===== config.mk =====
export PLATFORM = sky130hd
export DESIGN_NAME = dma_chan_regs
export DESIGN_NICKNAME = d
export VERILOG_FILES = /design/src/rtl/dma_regs_pkg.sv /design/src/rtl/dma_byte_ptr.sv /design/src/rtl/dma_chan_slot.sv /design/src/rtl/dma_chan_regs.sv
export SDC_FILE = /design/constraint.sdc
export NUM_CORES = 1
export LEC_CHECK = 0
export BUFFER_PORTS_ARGS = -buffer_cell sky130_fd_sc_hd__buf_4
export CAP_MARGIN = 20
export CORE_MARGIN = 2
export CORE_UTILIZATION = 69
export CTS_CLUSTER_SIZE = 28
export DETAILED_ROUTE_END_ITERATION = 16
export GPL_TIMING_DRIVEN = 0
export PLACE_DENSITY = 0.92
export SLEW_MARGIN = 0
export SYNTH_ARGS = -nofsm -noshare
export SYNTH_HDL_FRONTEND = slang
export SYNTH_SLANG_ARGS = --single-unit

===== constraint.sdc =====
create_clock -name clk -period 7.96 [get_ports clk]
set_input_delay 1.592 -clock clk [delete_from_list [all_inputs] [get_ports clk]]
set_output_delay 1.592 -clock clk [all_outputs]
set_load 0.1 [all_outputs]

===== src/rtl/dma_regs_pkg.sv =====
package dma_regs_pkg;
  localparam int PROG_W = 17;

  typedef struct packed {
    logic [2:0] chan;
    logic       is_count;
  } port_sel_t;

  function automatic port_sel_t split_index(input logic [3:0] idx);
    port_sel_t s;
    s.chan     = idx[3:1];
    s.is_count = idx[0];
    return s;
  endfunction
endpackage


===== src/rtl/dma_byte_ptr.sv =====
module dma_byte_ptr (
  input  logic clk,
  input  logic rst_n,
  input  logic access,
  input  logic clear,
  output logic ptr
);
  always_ff @(posedge clk) begin
    if (!rst_n)      ptr <= 1'b0;
    else if (clear)  ptr <= 1'b0;
    else if (access) ptr <= ~ptr;
  end

  AST_PTR_FLIPS: assert property (@(posedge clk) disable iff (!rst_n)
    (access && !clear) |=> (ptr != $past(ptr)));
  AST_PTR_IDLE: assert property (@(posedge clk) disable iff (!rst_n)
    (!access && !clear) |=> $stable(ptr));
  AST_PTR_CLEAR: assert property (@(posedge clk) disable iff (!rst_n)
    clear |=> !ptr);
endmodule


===== src/rtl/dma_chan_slot.sv =====
module dma_chan_slot #(
  parameter int WSHIFT = 0
) (
  input  logic                 clk,
  input  logic                 rst_n,
  input  logic                 wr_lo,
  input  logic                 wr_hi,
  input  logic                 is_count,
  input  logic [7:0]           wdata,
  input  logic                 inc,
  input  logic                 dir,
  output logic [15+WSHIFT:0]   addr_val,
  output logic [15+WSHIFT:0]   cnt_val
);
  import dma_regs_pkg::*;
  localparam int VW = 16 + WSHIFT;

  logic [15:0]       base_a, base_c;
  logic [15:0]       next_base_a;
  logic [VW-1:0]     cur_addr;
  logic [PROG_W-1:0] prog;

  assign next_base_a = is_count ? base_a : {wdata, base_a[7:0]};

  always_ff @(posedge clk) begin
    if (!rst_n) begin
      base_a   <= '0;
      base_c   <= '0;
      cur_addr <= '0;
      prog     <= '0;
    end else begin
      if (wr_lo) begin
        if (is_count) base_c[7:0] <= wdata;
        else          base_a[7:0] <= wdata;
      end
      if (wr_hi) begin
        if (is_count) base_c[15:8] <= wdata;
        else          base_a[15:8] <= wdata;
        cur_addr <= VW'(next_base_a) << WSHIFT;
        prog     <= '0;
      end else if (inc) begin
        prog <= prog + 1'b1;
      end
    end
  end

  always_comb begin
    if (dir) addr_val = cur_addr - VW'(prog);
    else     addr_val = cur_addr + VW'(prog);
    cnt_val = (VW'(base_c) << WSHIFT) - VW'(prog);
  end

  AST_HI_CLEARS_PROG: assert property (@(posedge clk) disable iff (!rst_n)
    wr_hi |=> (prog == '0));
  AST_LO_KEEPS_HI: assert property (@(posedge clk) disable iff (!rst_n)
    wr_lo |=> ($stable(base_a[15:8]) && $stable(base_c[15:8])));
  AST_PROG_STEP: assert property (@(posedge clk) disable iff (!rst_n)
    (inc && !wr_hi) |=> (prog == PROG_W'($past(prog) + 1'b1)));
endmodule


===== src/rtl/dma_chan_regs.sv =====
module dma_chan_regs #(
  parameter int NCH    = 4,
  parameter int WSHIFT = 0
) (
  input  logic              clk,
  input  logic              rst_n,
  input  logic              acc_cs,
  input  logic              acc_wr,
  input  logic [3+WSHIFT:0] acc_port,
  input  logic [7:0]        acc_wdata,
  input  logic              ptr_clear,
  input  logic [NCH-1:0]    dir_dec,
  input  logic [NCH-1:0]    xfer_inc,
  output logic [7:0]        rd_byte
);
  import dma_regs_pkg::*;
  localparam int VW = 16 + WSHIFT;

  logic [3:0]    idx;
  port_sel_t     sel;
  logic          chan_ok;
  logic          ptr;
  logic [VW-1:0] addr_val [NCH];
  logic [VW-1:0] cnt_val  [NCH];
  logic [VW-1:0] pick;
  logic [VW-1:0] pick_sh;
  logic [7:0]    byte_out;

  assign idx     = 4'(acc_port >> WSHIFT);
  assign sel     = split_index(idx);
  assign chan_ok = (32'(sel.chan) < NCH);

  dma_byte_ptr u_ptr (
    .clk    (clk),
    .rst_n  (rst_n),
    .access (acc_cs),
    .clear  (ptr_clear),
    .ptr    (ptr)
  );

  for (genvar c = 0; c < NCH; c++) begin : g_chan
    logic hit;
    assign hit = acc_cs && acc_wr && chan_ok && (32'(sel.chan) == c);
    dma_chan_slot #(.WSHIFT(WSHIFT)) u_slot (
      .clk      (clk),
      .rst_n    (rst_n),
      .wr_lo    (hit && !ptr),
      .wr_hi    (hit && ptr),
      .is_count (sel.is_count),
      .wdata    (acc_wdata),
      .inc      (xfer_inc[c]),
      .dir      (dir_dec[c]),
      .addr_val (addr_val[c]),
      .cnt_val  (cnt_val[c])
    );
  end

  always_comb begin
    pick = '0;
    for (int c = 0; c < NCH; c++) begin
      if (chan_ok && (32'(sel.chan) == c))
        pick = sel.is_count ? cnt_val[c] : addr_val[c];
    end
    pick_sh  = pick >> WSHIFT;
    byte_out = ptr ? pick_sh[15:8] : pick_sh[7:0];
  end

  always_ff @(posedge clk) begin
    if (!rst_n)                 rd_byte <= '0;
    else if (acc_cs && !acc_wr) rd_byte <= byte_out;
  end

  AST_RD_HOLD: assert property (@(posedge clk) disable iff (!rst_n)
    !(acc_cs && !acc_wr) |=> $stable(rd_byte));
  AST_BAD_CHAN_ZERO: assert property (@(posedge clk) disable iff (!rst_n)
    (acc_cs && !acc_wr && !chan_ok) |=> (rd_byte == 8'h00));
endmodule


## Word-level counts from Yosys, hierarchy flattened

Cells that the tools add are included.

- Flip-flop bits (word level): 269
- Bits of input ports: 25
- Output and inout port bits: 8

- Add/subtract/negate cells: 16
- $lt $le $gt $ge: 1
- Equality and inequality tests: 3
- Mux-type cells: 17
- Bitwise logic cells: 3
- Reductions and logical operators: 43

Operator list:

| cell | count |
|---|---|
| 16-bit 2-to-1 mux | 16 |
| 16-bit subtractor | 8 |
| 17-bit by 1-bit adder with 17-bit output (second input constant) | 4 |
| 16-bit adder | 4 |
| 2-bit AND reduction | 16 |
| 1-bit logical AND | 19 |
| 2-bit OR reduction | 5 |
| 8-bit 2-to-1 mux | 1 |
| 3-bit by 2-bit equality test with 1-bit output (second input constant) | 2 |
| 3-bit by 1-bit equality test with 1-bit output (second input constant) | 1 |
| 3-bit logical NOT | 1 |
| 3-bit < comparator (second input constant) | 1 |
| 1-bit NOT | 3 |
| 1-bit logical NOT | 2 |

## Logic depth before layout (Yosys ltp)

- Word-level depth: 8
- Mapped depth: 16
- Mapped depth without buffers: 16

## By module

Synthesis repeated with hierarchy kept, for this count alone.

- Cells, all modules: 2289
- Area, all modules: 19085.8 um^2

Modules (own cells, without submodules):

| module | times used | cells an instance | area an instance (um^2) |
|---|---|---|---|
| dma_chan_slot (g_chan[1].u_slot ...) | 2 | 522 | 4366.7 |
| dma_chan_slot (g_chan[3].u_slot) | 1 | 532 | 4431.8 |
| dma_chan_slot (g_chan[0].u_slot) | 1 | 520 | 4354.2 |
| dma_chan_regs | 1 | 190 | 1525.2 |
| dma_byte_ptr | 1 | 3 | 41.3 |

## Worst setup path before layout

OpenSTA, ideal clock, no wires.

- Path kind: input to register
- From: in dir_dec[2]
- To: reg rd_byte[5]
- Library setup time: 0.086 ns
- Data arrival time: 4.078 ns
- Required time: 7.874 ns
- Path slack: 3.796 ns
- Stages: 12
- Path through: clkbuf_1 -> mux2i_1 -> ha_1 -> nor2b_1 -> o31a_1 -> o311ai_0 -> a21oi_1 -> a211oi_1 -> mux2i_1 -> nand2_1 -> o2111a_1 -> a211oi_1

- Word-level cells in the longest chain between the ends: 5

Ends and longest elaborated chain:

| what | line | text |
|---|---|---|
| from (decl) | dma_chan_regs.sv:12 | `input logic [NCH-1:0] dir_dec,` |
| 16-bit 2-to-1 mux | dma_chan_slot.sv:48 | `if (dir) addr_val = cur_addr - VW'(prog);` |
| 16-bit 2-to-1 mux | dma_chan_regs.sv:62 | `pick = sel.is_count ? cnt_val[c] : addr_val[c];` |
| 16-bit 2-to-1 mux (2 in a row) | dma_chan_regs.sv:61 | `if (chan_ok && (32'(sel.chan) == c))` |
| 8-bit 2-to-1 mux | dma_chan_regs.sv:65 | `byte_out = ptr ? pick_sh[15:8] : pick_sh[7:0];` |
| to (signal assigned) | dma_chan_regs.sv:70 | `else if (acc_cs && !acc_wr) rd_byte <= byte_out;` |
| to (decl) | dma_chan_regs.sv:14 | `output logic [7:0] rd_byte` |

Every way passes these cells.
A chain may end at the register's enable or synchronous reset.

## Worst setup path after layout

- From: in dir_dec[1]
- To: reg rd_byte[4]

- Word-level cells in the longest chain between the ends: 6

Ends and longest elaborated chain:

| what | line |
|---|---|
| 16-bit 2-to-1 mux | dma_chan_slot.sv:48 |
| 16-bit 2-to-1 mux | dma_chan_regs.sv:62 |
| 16-bit 2-to-1 mux (3 in a row) | dma_chan_regs.sv:61 |
| 8-bit 2-to-1 mux | dma_chan_regs.sv:65 |

Every way passes these cells.

==> reports/qor.yml <==
timing.fmax_mhz: 205
required_ps: 8410
fp.coreArea_mm2: 0.0260
area_growth_pct: 8.55
crit_fanout: 10
drive_gt1_frac: 0.0416
detail_route.wirelength_mm: 62.1
ys_ff_latch: 265
grt_antenna_before_repair: 1
final_common_cell: "nand2_1"
synth_edf_count: 0
place.gp.congestion: 1.17
final_cell_mix: "nand2_1 (293), dfxtp_1 (265), nor2_1 (160)"
syn_area_mm2: 0.0182
cp-start-kind: "primary input"
ys_seq_area_frac: 0.291
syn-num-nets: 2453
dieArea_mm2: 0.0277
max-cap-violations: 0
drt_first_pass_iters: 7
status: "completed"
fin_crit_sh: 0.613
clk_pin_slew_worst_paths_ps: 70
nNetsFinal: 2501
cts_sinks: 265
hold_violations: 0
synth_cells: 2292
muxShareOfSynthArea: 0.0367
grt_pass1_vias: 17000
maxSlewViolCount: 0
worst_pin_slew_ps: 1220
hp-class: "flip-flop to flip-flop"
num_vias: 18100
final_antenna_net_count: 0
cts_tree: "built"
worstSetupEndpointType: "flip-flop"
yosys.area_share.simple: 0.205
grt_pass1_wl_mm: 94.3
ir_worst_vdd_mv: 0.219
synthAdderAreaFrac: 0.0966
grt_max_degree: 14
yosysWarnings: 0
synth.avg_cell_area_um2: 7.96
arrival_ps: 5330
numCtsBuffers: 29
cts-resized-gates: 0
power.leakage_uw: 0.00750
cts_root_buf: "clkbuf_16"
setup_ws_ps: 3080
chipHeight_um: 167
portBuffers: 17
synth_xor_xnor_area_share: 0.0960
wire_per_inst_um: 23.0
ys_async_sr_fraction: 0
fin_tns_setup_ps: 0
synth_compound_area_frac: 0.229
via_per_inst: 6.72
cts_buffer_depth: 3
gr-total-overflow: 0
clk_latency_ps: 570
powerDensity_mw_per_mm2: 184
floorplan.initialDensity: 0.702
synth_top_family_by_area: "compound AO/OA/AOI/OAI gates"
num_io_pins: 33
drt_iter0_markers: 2582
cts_hold_buf: 0
min_period_ps: 4880
criticalPathCategory: "primary input to flip-flop"
final_util: 0.762
fp.dieW_um: 167
grtUsageTotal: 0.432
rsz0062_at_grt: "no"
htreeDepth: 1
dp_hpwl_mm: 46.5
postCtsSetupRepairBufs: 0
finalClockSkew_ps: 8.90
place_ws_ps: 2740
slew_headroom: 0.186
setup_viol_count_final: 0
floorplan.rows: 59
drc: 0
p_total_uw: 3650
synth_top_flop_cell: "dfxtp_1"
ys_types: 78
[path summary, 6_finish.rpt]
check / start / to / slack, ps / depth (start not counted)
hold / removal: g_chan[3].u_slot.base_a[1]$_SDFFE_PN0P_ / g_chan[3].u_slot.cur_addr[1]$_SDFFE_PN0P_ / 460 / 2
setup / recovery: dir_dec[1] / rd_byte[4]$_SDFFE_PN0P_ / 3080 / 14
hold reg to reg: g_chan[3].u_slot.base_a[1]$_SDFFE_PN0P_ / g_chan[3].u_slot.cur_addr[1]$_SDFFE_PN0P_ / 460 / 2
setup reg to reg: g_chan[1].u_slot.prog[1]$_SDFFE_PP0P_ / rd_byte[4]$_SDFFE_PN0P_ / 3400 / 16
[layout make-up]
type / count / area, µm²
Multi-Input combinational cell: 1811 / 12100
Antenna cell: 1 / 2.50
Inverter: 93 / 349
Timing Repair Buffer: 17 / 128
Fill cell: 1967 / 6190
Sequential cell: 265 / 5310
Buffer: 123 / 487
Clock inverter: 12 / 193
Tap cell: 335 / 419
Clock buffer: 36 / 812
[worst max-delay path, cell delays in order]
cell and delay (ps):
buf_4 120, clkbuf_1 380, a31oi_1 100, xnor2_1 310, ha_1 350, a21o_1 190, a21oi_1 350, nand2_1 90
o221ai_1 290, xnor2_1 160, a211oi_1 610, o221ai_1 330, a311oi_1 320, o211ai_1 130
[synth_stat cells, types with 32 or more instances]
cell type	number	area, µm²
dfxtp_1	265	5310
a21oi_1	136	681
nor2_1	160	601
nand3_1	111	556
xnor2_1	159	1390
inv_1	93	349
clkbuf_1	100	375
a21boi_0	132	991
nand2_1	293	1100
nor2b_1	66	413
xor2_1	39	342
o21ai_0	92	460
o211a_1	32	320
ha_1	128	1600
nor3_1	40	200
mux2i_1	59	591
[metal layers]
metal	up-vias	part of all wire	global-route usage
li1	8208	-	-
met1	8452	0.39	0.556
met2	1134	0.43	0.685
met3	292	0.11	0.0775
met4	0	0.070	0.243
met5	-	0	0
[stage by stage]
stage / area, µm² / hold slack (ps) / cells
floorplan: 18200 / 441 / 2292
global placement: 18800 / 449 / 2644
detailed placement: 18800 / 458 / 2644
CTS: 19800 / 467 / 2692
global route: 19800 / 487 / 2692
finish: 19800 / 464 / 2693
[sequential cells by signal (all words and copies together), names as in the netlist]
name / count
u_ptr.ptr: 1
g_chan.u_slot.base_a: 64
g_chan.u_slot.base_c: 64
rd_byte: 8
g_chan.u_slot.prog: 64
g_chan.u_slot.cur_addr: 64
[where the power goes]
part | leakage (µW) | switching [µW] | internal, µW
Sequential | 0.00214 | 15.5 | 1340
Combinational | 0.00487 | 541 | 304
Clock | 0.000488 | 577 | 875
Total | 0.00750 | 1130 | 2520
[logic make-up (layout without fill, tap and decap cells)]
| kind of cell | Yosys count | count (layout) |
|---|---|---|
| compound gates | 609 | 609 |
| other cells | 0 | 1 |
| xor+xnor | 199 | 199 |
| fa+ha+maj | 136 | 136 |
| simple gates | 804 | 804 |
| buf+inv | 216 | 281 |
| flops | 265 | 265 |
| mux | 63 | 63 |
Note: power is estimated with default switching activity, not from simulation.
